**src/rtl/mcic_pkg.sv**
```systemverilog
`timescale 1ns/1ps
package mcic_pkg;
  localparam int BUS_W = 32;

  localparam int A_MSET  = 'h00;
  localparam int A_MCLR  = 'h01;
  localparam int A_SSET  = 'h02;
  localparam int A_SCLR  = 'h03;
  localparam int A_LEVEL = 'h04;
  localparam int A_IPI0  = 'h05;
  localparam int A_IPI1  = 'h06;
  localparam int A_AFF   = 'h20;
  localparam int A_SELF  = 'h40;
  localparam int A_PER   = 'h80;

  localparam logic [15:0] EV_NONE = 16'd0;
  localparam logic [15:0] EV_HW   = 16'd1;
  localparam logic [15:0] EV_IPI  = 16'd2;
endpackage

```
**src/rtl/mcic_first_one.sv**
```systemverilog
`timescale 1ns/1ps
// Lowest-index set bit finder: lower index wins.
module mcic_first_one #(
  parameter int N = 32,
  parameter int W = 5
) (
  input  logic [N-1:0] vec,
  output logic         found,
  output logic [W-1:0] idx
);
  always_comb begin
    found = 1'b0;
    idx   = '0;
    for (int i = N - 1; i >= 0; i--) begin
      if (vec[i]) begin
        found = 1'b1;
        idx   = W'(i);
      end
    end
  end
endmodule

```
**src/rtl/mcic_cpu_sel.sv**
```systemverilog
`timescale 1ns/1ps
// Per-CPU event selection: IPI0, then IPI1, then lowest hardware line.
module mcic_cpu_sel
  import mcic_pkg::*;
#(
  parameter int N_IRQ = 32,
  parameter int IRQ_W = 5
) (
  input  logic [N_IRQ-1:0] elig,
  input  logic [1:0]       ipi_live,
  output logic             hit,
  output logic [BUS_W-1:0] word
);
  logic             hw_found;
  logic [IRQ_W-1:0] hw_idx;

  mcic_first_one #(.N(N_IRQ), .W(IRQ_W)) u_pe (
    .vec   (elig),
    .found (hw_found),
    .idx   (hw_idx)
  );

  assign hit = (|ipi_live) | hw_found;

  always_comb begin
    if (ipi_live[0])      word = {EV_IPI, 16'd0};
    else if (ipi_live[1]) word = {EV_IPI, 16'd1};
    else if (hw_found)    word = {EV_HW, 16'(hw_idx)};
    else                  word = {EV_NONE, 16'd0};
  end
endmodule

```
**src/rtl/mcpu_irq_ctrl.sv**
```systemverilog
`timescale 1ns/1ps
module mcpu_irq_ctrl
  import mcic_pkg::*;
#(
  parameter int N_IRQ  = 32,
  parameter int N_CPU  = 4,
  parameter int ADDR_W = 8,
  parameter int CPU_W  = (N_CPU > 1) ? $clog2(N_CPU) : 1
) (
  input  logic              clk,
  input  logic              rst,
  input  logic [N_IRQ-1:0]  hw_irq,
  input  logic [CPU_W-1:0]  bus_cpu,
  input  logic [ADDR_W-1:0] bus_addr,
  input  logic [BUS_W-1:0]  bus_wdata,
  input  logic              bus_we,
  input  logic              bus_re,
  output logic [BUS_W-1:0]  bus_rdata,
  output logic [N_CPU-1:0]  cpu_irq
);
  localparam int IRQ_W = (N_IRQ > 1) ? $clog2(N_IRQ) : 1;
  localparam logic [ADDR_W-1:0] AD_MSET  = ADDR_W'(A_MSET);
  localparam logic [ADDR_W-1:0] AD_MCLR  = ADDR_W'(A_MCLR);
  localparam logic [ADDR_W-1:0] AD_SSET  = ADDR_W'(A_SSET);
  localparam logic [ADDR_W-1:0] AD_SCLR  = ADDR_W'(A_SCLR);
  localparam logic [ADDR_W-1:0] AD_LEVEL = ADDR_W'(A_LEVEL);
  localparam logic [ADDR_W-1:0] AD_IPI0  = ADDR_W'(A_IPI0);
  localparam logic [ADDR_W-1:0] AD_IPI1  = ADDR_W'(A_IPI1);
  localparam logic [ADDR_W-1:0] AD_AFF   = ADDR_W'(A_AFF);
  localparam logic [ADDR_W-1:0] AD_AFFE  = ADDR_W'(A_AFF + N_IRQ);
  localparam logic [ADDR_W-1:0] AD_SELF  = ADDR_W'(A_SELF);
  localparam logic [ADDR_W-1:0] AD_SELF1 = ADDR_W'(A_SELF + 1);
  localparam logic [ADDR_W-1:0] AD_PER   = ADDR_W'(A_PER);
  localparam logic [ADDR_W-1:0] AD_PERE  = ADDR_W'(A_PER + 2 * N_CPU);

  // ---------------- state ----------------
  logic [N_IRQ-1:0] mask_q;
  logic [N_IRQ-1:0] swt_q;
  logic [N_CPU-1:0] aff_q      [N_IRQ];
  logic [1:0]       ipi_pend_q [N_CPU];
  logic [1:0]       ipi_mask_q [N_CPU];

  logic [N_IRQ-1:0] lvl;
  assign lvl = hw_irq | swt_q;

  // ---------------- per-CPU selection ----------------
  logic [N_CPU-1:0] hit;
  logic [BUS_W-1:0] word [N_CPU];

  for (genvar c = 0; c < N_CPU; c++) begin : g_cpu
    logic [N_IRQ-1:0] elig;
    for (genvar i = 0; i < N_IRQ; i++) begin : g_line
      assign elig[i] = lvl[i] & ~mask_q[i] & aff_q[i][c];
    end
    mcic_cpu_sel #(.N_IRQ(N_IRQ), .IRQ_W(IRQ_W)) u_sel (
      .elig     (elig),
      .ipi_live (ipi_pend_q[c] & ~ipi_mask_q[c]),
      .hit      (hit[c]),
      .word     (word[c])
    );
  end

  // ---------------- address decode ----------------
  logic              self_hit, per_hit, view_ok, view_reg, aff_hit;
  logic [ADDR_W-1:0] per_off, aff_off;
  logic [CPU_W-1:0]  tgt;
  logic [IRQ_W-1:0]  aff_idx;

  always_comb begin
    self_hit = (bus_addr == AD_SELF) || (bus_addr == AD_SELF1);
    per_hit  = (bus_addr >= AD_PER) && (bus_addr < AD_PERE);
    per_off  = bus_addr - AD_PER;
    view_ok  = self_hit | per_hit;
    view_reg = self_hit ? (bus_addr == AD_SELF1) : per_off[0];
    tgt      = self_hit ? bus_cpu : CPU_W'(per_off >> 1);
    aff_hit  = (bus_addr >= AD_AFF) && (bus_addr < AD_AFFE);
    aff_off  = bus_addr - AD_AFF;
    aff_idx  = IRQ_W'(aff_off);
  end

  logic             ev_rd;
  logic [BUS_W-1:0] ev_word;
  logic [IRQ_W-1:0] ev_line;
  logic             ev_is_ipi;
  logic             ev_ipi_no;

  assign ev_rd     = bus_re && view_ok && !view_reg && hit[tgt];
  assign ev_word   = word[tgt];
  assign ev_line   = IRQ_W'(ev_word);
  assign ev_is_ipi = (ev_word[31:16] == EV_IPI);
  assign ev_ipi_no = ev_word[0];

  // ---------------- state update ----------------
  always_ff @(posedge clk) begin
    if (rst) begin
      mask_q <= '1;
      swt_q  <= '0;
      for (int i = 0; i < N_IRQ; i++) aff_q[i] <= N_CPU'(1);
      for (int c = 0; c < N_CPU; c++) begin
        ipi_pend_q[c] <= '0;
        ipi_mask_q[c] <= '0;
      end
    end else begin
      if (bus_we) begin
        if (bus_addr == AD_MSET) mask_q <= mask_q | bus_wdata[N_IRQ-1:0];
        if (bus_addr == AD_MCLR) mask_q <= mask_q & ~bus_wdata[N_IRQ-1:0];
        if (bus_addr == AD_SSET) swt_q  <= swt_q | bus_wdata[N_IRQ-1:0];
        if (bus_addr == AD_SCLR) swt_q  <= swt_q & ~bus_wdata[N_IRQ-1:0];
        if (aff_hit) aff_q[aff_idx] <= bus_wdata[N_CPU-1:0];
        for (int c = 0; c < N_CPU; c++) begin
          if (bus_addr == AD_IPI0 && bus_wdata[c]) ipi_pend_q[c][0] <= 1'b1;
          if (bus_addr == AD_IPI1 && bus_wdata[c]) ipi_pend_q[c][1] <= 1'b1;
        end
        if (view_ok && view_reg)
          ipi_mask_q[tgt] <= ipi_mask_q[tgt] & ~bus_wdata[1:0];
      end
      if (ev_rd) begin
        if (ev_is_ipi) begin
          ipi_pend_q[tgt][ev_ipi_no] <= 1'b0;
          ipi_mask_q[tgt][ev_ipi_no] <= 1'b1;
        end else begin
          mask_q[ev_line] <= 1'b1;
        end
      end
    end
  end

  // ---------------- read path ----------------
  logic [BUS_W-1:0] rd_mux;
  always_comb begin
    rd_mux = '0;
    if (bus_addr == AD_MSET || bus_addr == AD_MCLR) rd_mux = BUS_W'(mask_q);
    else if (bus_addr == AD_SSET || bus_addr == AD_SCLR) rd_mux = BUS_W'(swt_q);
    else if (bus_addr == AD_LEVEL) rd_mux = BUS_W'(lvl);
    else if (bus_addr == AD_IPI0) begin
      for (int c = 0; c < N_CPU; c++) rd_mux[c] = ipi_pend_q[c][0];
    end else if (bus_addr == AD_IPI1) begin
      for (int c = 0; c < N_CPU; c++) rd_mux[c] = ipi_pend_q[c][1];
    end else if (aff_hit) rd_mux = BUS_W'(aff_q[aff_idx]);
    else if (view_ok) begin
      if (view_reg) rd_mux = BUS_W'({ipi_pend_q[tgt], ipi_mask_q[tgt]});
      else          rd_mux = ev_word;
    end
  end

  always_ff @(posedge clk) begin
    if (rst) begin
      bus_rdata <= '0;
      cpu_irq   <= '0;
    end else begin
      if (bus_re) bus_rdata <= rd_mux;
      cpu_irq <= hit;
    end
  end
endmodule

```
**config.mk**
```make
export PLATFORM = sky130hd
export DESIGN_NAME = mcpu_irq_ctrl
export DESIGN_NICKNAME = d
export VERILOG_FILES = /design/src/rtl/mcic_pkg.sv /design/src/rtl/mcic_first_one.sv /design/src/rtl/mcic_cpu_sel.sv /design/src/rtl/mcpu_irq_ctrl.sv
export SDC_FILE = /design/constraint.sdc
export NUM_CORES = 1
export LEC_CHECK = 0
export BUFFER_PORTS_ARGS = -buffer_cell sky130_fd_sc_hd__buf_4
export CORE_MARGIN = 8
export CORE_UTILIZATION = 49
export CTS_CLUSTER_DIAMETER = 150
export DETAILED_ROUTE_END_ITERATION = 6
export PLACE_DENSITY_LB_ADDON = 0.12
export RECOVER_POWER = 50
export SYNTH_ARGS = -nofsm -noshare
export SYNTH_HDL_FRONTEND = slang
export SYNTH_SLANG_ARGS = --single-unit
```
**constraint.sdc**
```tcl
create_clock -name clk -period 2.7 [get_ports clk]
set_clock_uncertainty 0.05 [all_clocks]
set_input_delay 0 -clock clk [delete_from_list [all_inputs] [get_ports clk]]
set_output_delay 0 -clock clk [all_outputs]
set_load 0.02 [all_outputs]
```
==> impl_metrics.py, run 1 <==
metrics = {
    "clocking": {
        "cts.sinks": 244,
        "cts_buffers": 28,
        "clock_latency_ps": 570,
        "path_clk_slew_ps": 70,
        "cts_max_path_buffers": 3,
        "clock-root-buffer": "clkbuf_16",
        "cts_max_level": 1,
        "cts_tree": "done",
    },
    "layout": {
        "nets": 2242,
        "n_antenna_cell": 0,
        "final_cells": 2587,
        "area_growth_pct": 44.8,
        "drive_gt1_frac": 0.407,
    },
    "route": {
        "first_pass_iters": 6,
        "wl_mm": 64.1,
        "vias_per_cell": 6.32,
        "drt_iter0_drc": 2140,
        "wl_per_cell_um": 24.8,
        "final_antenna_net_count": 0,
        "vias": 16300,
        "remaining_drc_errors": 0,
    },
    "floorplan": {
        "dieArea_um2": 37300,
        "core_um2": 31200,
        "die_y_um": 193,
        "num_io_pins": 114,
        "rows": 65,
        "initial_core_util": 0.492,
        "die_x_um": 193,
    },
    "grt": {
        "grt_antenna_before_repair": 1,
        "overflow": 0,
        "grt_pass1_vias": 15700,
        "grt_usage": 0.336,
        "grt_pass1_wl_mm": 94.9,
        "grt_max_degree": 148,
    },
    "placement": {
        "place_inst": 2406,
        "gp_congestion": 1.02,
        "place_ws_ps": -495,
        "dpl.hpwl_mm": 46.4,
        "io_buffers": 113,
    },
    "worst_setup_path": {
        "r2r_setup_slack_ps": -360,
        "criticalPathCategory": "reg -> reg",
        "crit_required_ps": 2920,
        "rr_worst_depth": 15,
        "crit_arrival_ps": 3280,
        "cp-start-kind": "register",
        "cp_max_fo": 8,
        "timing.rr.end": "ipi_mask_q[3][0]",
        "critPathCaptureType": "register",
    },
    "pwr": {
        "power.share.clock": 0.420,
        "pwr-share-seq": 0.448,
        "power.total_w": 0.00935,
        "intPower_w": 0.00689,
        "vdd_drop_max_mv": 0.541,
        "p_leak_nw": 8.76,
        "p_sw_w": 0.00246,
        "sw_frac_of_total": 0.263,
        "comb_power_share": 0.132,
        "p_per_area_nw_per_um2": 420,
    },
    "outcome": {
        "outcome": "finished, violations left",
        "violations": "setup timing",
    },
    "timing": {
        "setup_tns_ps": -13940,
        "layout_setup_ws_ps": -360,
        "hold_viol_final": 0,
        "tightest_slew_ps": 1250,
        "slew_violations": 0,
        "finalCritPeriodShare": 1.13,
        "timing.hold.ws_ps": 10.9,
        "fmax_ghz": 0.327,
        "post-route-min-period_ps": 3060,
        "max_slew_margin": 0.167,
        "setup_viol": 71,
        "rsz0062_at_grt": "true",
    },
    "synthesis": {
        "synth_most_common_cell": "nor2_1",
        "synth_top_area_share": 0.266,
        "async_reset_ff_frac": 0,
        "yosys-top-cells-area": "edfxtp_1 27%, dfxtp_1 14%, mux4_2 6.2%, nor2_1 4.6%, a21oi_1 3.8%",
        "synth_seq_cells": 244,
        "synth-main-ff-cell": "edfxtp_1",
        "synth_cells": 1643,
        "avgSynthCellArea_um2": 9.36,
        "yosysTopAreaCell": "edfxtp_1",
        "syn_nets": 1721,
        "synth_edf_count": 136,
        "yosysWarnings": 0,
        "synth_top_cells_by_count": "188 x nor2_1, 138 x nand2_1, 136 x edfxtp_1",
        "synth.distinct_cells": 93,
        "seq_area_frac_synth": 0.406,
        "syn_area_um2": 15400,
    },
    "hold_path": {
        "hold_class": "in -> reg",
        "min_to": "aff_q[0][1]",
        "min-delay-start": "bus_wdata[1]",
        "whs_path_depth": 2,
    },
    "flow_run": {
        "maxCapViolations": 0,
    },
}
cell families after synthesis:
kind of cell	count (synthesis)	synth area share
buffers and inverters	147	0.0438
AOI/OAI and AO/OA	547	0.261
DFF	244	0.406
and+or+nand+nor	657	0.224
muxes	48	0.0654
layer usage:
metal / vias up / global-route usage / part of all wire
li1: 7318 / - / -
met1: 7957 / 0.443 / 0.40
met2: 878 / 0.535 / 0.46
met3: 190 / 0.0635 / 0.096
met4: 0 / 0.146 / 0.045
met5: - / 0 / 0
worst max-delay path by stage:
stage,startpoint,endpoint,depth (start not counted)
after floorplan,register,ipi_mask_q[1][1],11
after global placement,register,bus_rdata[1],12
after detailed placement,register,bus_rdata[1],12
after CTS,mask_q[25],ipi_mask_q[3][0],13
after global routing,register,ipi_mask_q[3][0],15
final,register,ipi_mask_q[3][0],15
cell type report:
cell class | count | area (µm²)
clock buffers | 31 | 712
multi-input cells | 1252 | 9600
fillers | 2437 | 8970
well taps | 402 | 503
inverters | 15 | 56.3
clock inverters | 20 | 233
repair buffers | 623 | 4890
flip-flops and latches | 244 | 6270
worst max-delay path, stage by stage, from the launching register on:
cell,delay [ps]
dfxtp_2,330
o21ba_4,220
buf_6,130
a22oi_2,180
buf_6,150
nand4_4,130
nor4_4,320
buf_4,190
buf_6,100
nand4_1,150
nand4_1,160
or3b_4,160
buf_8,130
buf_4,130
a21oi_4,60
a21oi_2,150
power by group through the flow:
stage | Clock [W] | Sequential, W | Combinational (W)
2_1_floorplan | 0 | 0.00424 | 0.000488
3_3_place_gp | 0 | 0.00425 | 0.00106
3_5_place_dp | 0 | 0.00425 | 0.00107
4_1_cts | 0.00393 | 0.00418 | 0.00120
5_1_grt | 0.00407 | 0.00420 | 0.00130
6_report | 0.00393 | 0.00419 | 0.00124
per-stage QoR:
stage / area [µm²] / utilization
after floorplan: 15400 / -
after global placement: 19100 / 0.610
after detailed placement: 19100 / 0.610
after CTS: 21700 / 0.696
after global routing: 22300 / 0.713
final: 22300 / 0.713
what timing repair did:
| action | in CTS | in global routing |
|---|---|---|
| setup endpoints to repair | 62 | 62 |
| setup buffers | 45 | 41 |
| pin swaps | 99 | 97 |
| hold endpoints to repair | 108 | 0 |
| hold buffers | 59 | 0 |
| resized for setup | 210 | 97 |
| gates cloned | 1 | 0 |
cell usage in the layout (no fill, tap or decap), drive strengths merged, types with 25 or more instances in the layout:
master	n
a21oi	119
nor2	188
buf	519
a22oi	64
edfxtp	136
a31oi	64
clkbuf	76
or2	25
o211ai	37
and3	50
nand2	138
o21ba	32
dlygate4sd3	59
o21ai	87
mux4	42
dfxtp	108
and2	76
nand3	55
Power figures use the tool's default switching activity.
==> inputs of run 2 (changes only) <==
==> constraint.sdc (replaced) <==
create_clock -name clk -period 2.7 [get_ports clk]
set_clock_uncertainty 0.05 [all_clocks]
set_input_delay 0.405 -clock clk [delete_from_list [all_inputs] [get_ports clk]]
set_output_delay 0.405 -clock clk [all_outputs]
set_load 0.02 [all_outputs]
==> impl_metrics.py, run 2 (synthesis results as in run 1) <==
metrics = {
    "outcome": {
        "outcome": "finished, violations left",
        "violations": "setup timing",
    },
    "placement": {
        "dpl.hpwl_mm": 47.4,
        "place_inst": 2456,
        "place_area_um2": 19500,
        "io_buffers": 113,
        "gp_congestion": 1.02,
    },
    "worst_setup_path": {
        "cp_max_fo": 5,
        "cp-start-kind": "register",
        "r2r_setup_slack_ps": -250,
        "crit_arrival_ps": 3380,
        "criticalPathCategory": "reg -> reg",
        "cp_slowest_cell": "or3b_4",
        "crit_path_cell_trace": "o21ba_4, buf_6, a22oi_2, nand4_1, buf_4, buf_4, a41o_1, a31oi_2, a21boi_4, buf_12, or3b_4, o21ai_2",
        "critPathMaxStageDelay_ps": 430,
        "crit_top_cell": "buf_4",
        "crit_required_ps": 3130,
        "critPathCaptureType": "register",
    },
    "flow_run": {
        "maxCapViolations": 0,
    },
    "clocking": {
        "clock-root-buffer": "clkbuf_16",
        "cts_max_path_buffers": 3,
        "hold_buffers": 0,
        "cts_max_level": 1,
        "path_clk_slew_ps": 60,
        "clock_latency_ps": 550,
        "cts_buffers": 27,
        "cts.sinks": 244,
        "cts_tree": "done",
    },
    "layout": {
        "layout_common_cells": "501 x buf_4, 176 x nor2_1, 136 x edfxtp_1, 130 x nand2_1, 101 x a21oi_1",
        "final_util": 0.698,
        "area_growth_pct": 41.8,
        "mostFrequentLayoutCell": "buf_4",
        "design_area_um2": 21800,
        "drive_gt1_frac": 0.427,
        "final_cells": 2561,
        "fill_cells": 2457,
        "nets": 2218,
        "n_antenna_cell": 0,
    },
    "floorplan": {
        "die_x_um": 193,
        "core_um2": 31200,
        "rows": 65,
        "die_y_um": 193,
        "initial_core_util": 0.492,
        "num_io_pins": 114,
        "dieArea_um2": 37300,
    },
    "pwr": {
        "p_leak_nw": 8.65,
        "comb_power_share": 0.134,
        "intPower_w": 0.00662,
        "sw_frac_of_total": 0.265,
        "p_per_area_nw_per_um2": 413,
        "pwr-share-seq": 0.466,
        "power.total_w": 0.00901,
        "power.share.clock": 0.400,
        "vdd_drop_max_mv": 0.486,
        "p_sw_w": 0.00239,
    },
    "grt": {
        "overflow": 0,
        "grt_antenna_before_repair": 0,
        "grt_pass1_wl_mm": 93.2,
        "grt_usage": 0.332,
        "grt_max_degree": 148,
        "grt_pass1_vias": 15600,
    },
    "route": {
        "wl_per_cell_um": 24.6,
        "final_antenna_net_count": 0,
        "first_pass_iters": 6,
        "vias_per_cell": 6.30,
        "remaining_drc_errors": 0,
        "vias": 16100,
        "drt_iter0_drc": 1772,
        "wl_mm": 63.0,
    },
    "timing": {
        "post-route-min-period_ps": 2950,
        "setup_viol": 81,
        "hold_viol_final": 0,
        "slew_violations": 0,
        "max_slew_margin": 0.290,
        "tightest_slew_ps": 1070,
        "layout_setup_ws_ps": -245,
        "finalCritPeriodShare": 1.09,
        "fmax_ghz": 0.340,
        "rsz0062_at_grt": "true",
    },
    "hold_path": {
        "hold_class": "in -> reg",
    },
}
## run 2: changes by cell type in the layout (fill, tap and decap cells not counted), sizes merged
cell | previous run | this run
dlygate4sd3 | 59 | 0
clkbuf | 76 | 78
bufinv | 4 | 1
inv | 16 | 18
clkinvlp | 5 | 1
buf | 519 | 555
## run 2: final timing paths
| check | cells past startpoint | from | to |
|---|---|---|---|
| setup / recovery | 12 | register | mask_q[19] |
| hold / removal | 4 | bus_wdata[18] | mask_q[18] |
| setup reg to reg | 12 | register | mask_q[19] |
| hold reg to reg | 2 | bus_rdata[8] | bus_rdata[8] |
## run 2: final cells by class
class,count,area (µm²),area share
clock inverter,15,109,0.00499
sequential,244,6270,0.288
clock buffer,33,739,0.0339
tap,402,503,0.0231
timing repair buffer,600,4620,0.212
multi-input combinational,1252,9500,0.436
inverter,15,56.3,0.00258
## run 2: metal layers
layer / vias up / part of all wire / track usage
met3: 143 / 0.091 / 0.0549
met1: 7885 / 0.42 / 0.455
met2: 855 / 0.45 / 0.522
met4: 0 / 0.040 / 0.124
li1: 7258 / - / -
met5: - / 0 / 0
## run 2: critical path, delay by kind of cell (launching register included)
kind,cells,cell delay (ps)
AOI/OAI and AO/OA,6,1230
and+or+nand+nor,2,660
buffers and inverters,4,600
DFF,1,320
## run 2: through the flow
stage               hold slack, ps  setup WS [ps]  setup TNS (ps)
floorplan                      422          -22.5           -22.5
global placement               425           -690          -37390
detailed placement             435           -668          -35970
CTS                            136           -224           -5330
global route                   178           -304          -18890
finish                         145           -245          -10730
## run 2: power groups by stage
stage | registers, W | logic, W | clock network (W)
2_1_floorplan | 0.00424 | 0.000490 | 0
5_1_grt | 0.00421 | 0.00127 | 0.00375
3_3_place_gp | 0.00426 | 0.00111 | 0
3_5_place_dp | 0.00427 | 0.00111 | 0
6_report | 0.00420 | 0.00121 | 0.00361
4_1_cts | 0.00419 | 0.00118 | 0.00361
## run 2: what timing repair did
item / in CTS / in global routing
setup endpoints to repair: 62 / 62
cloned: 1 / 0
resized for setup: 209 / 90
hold endpoints to repair: 0 / 0
buffers inserted: 42 / 28
pin swaps: 83 / 81
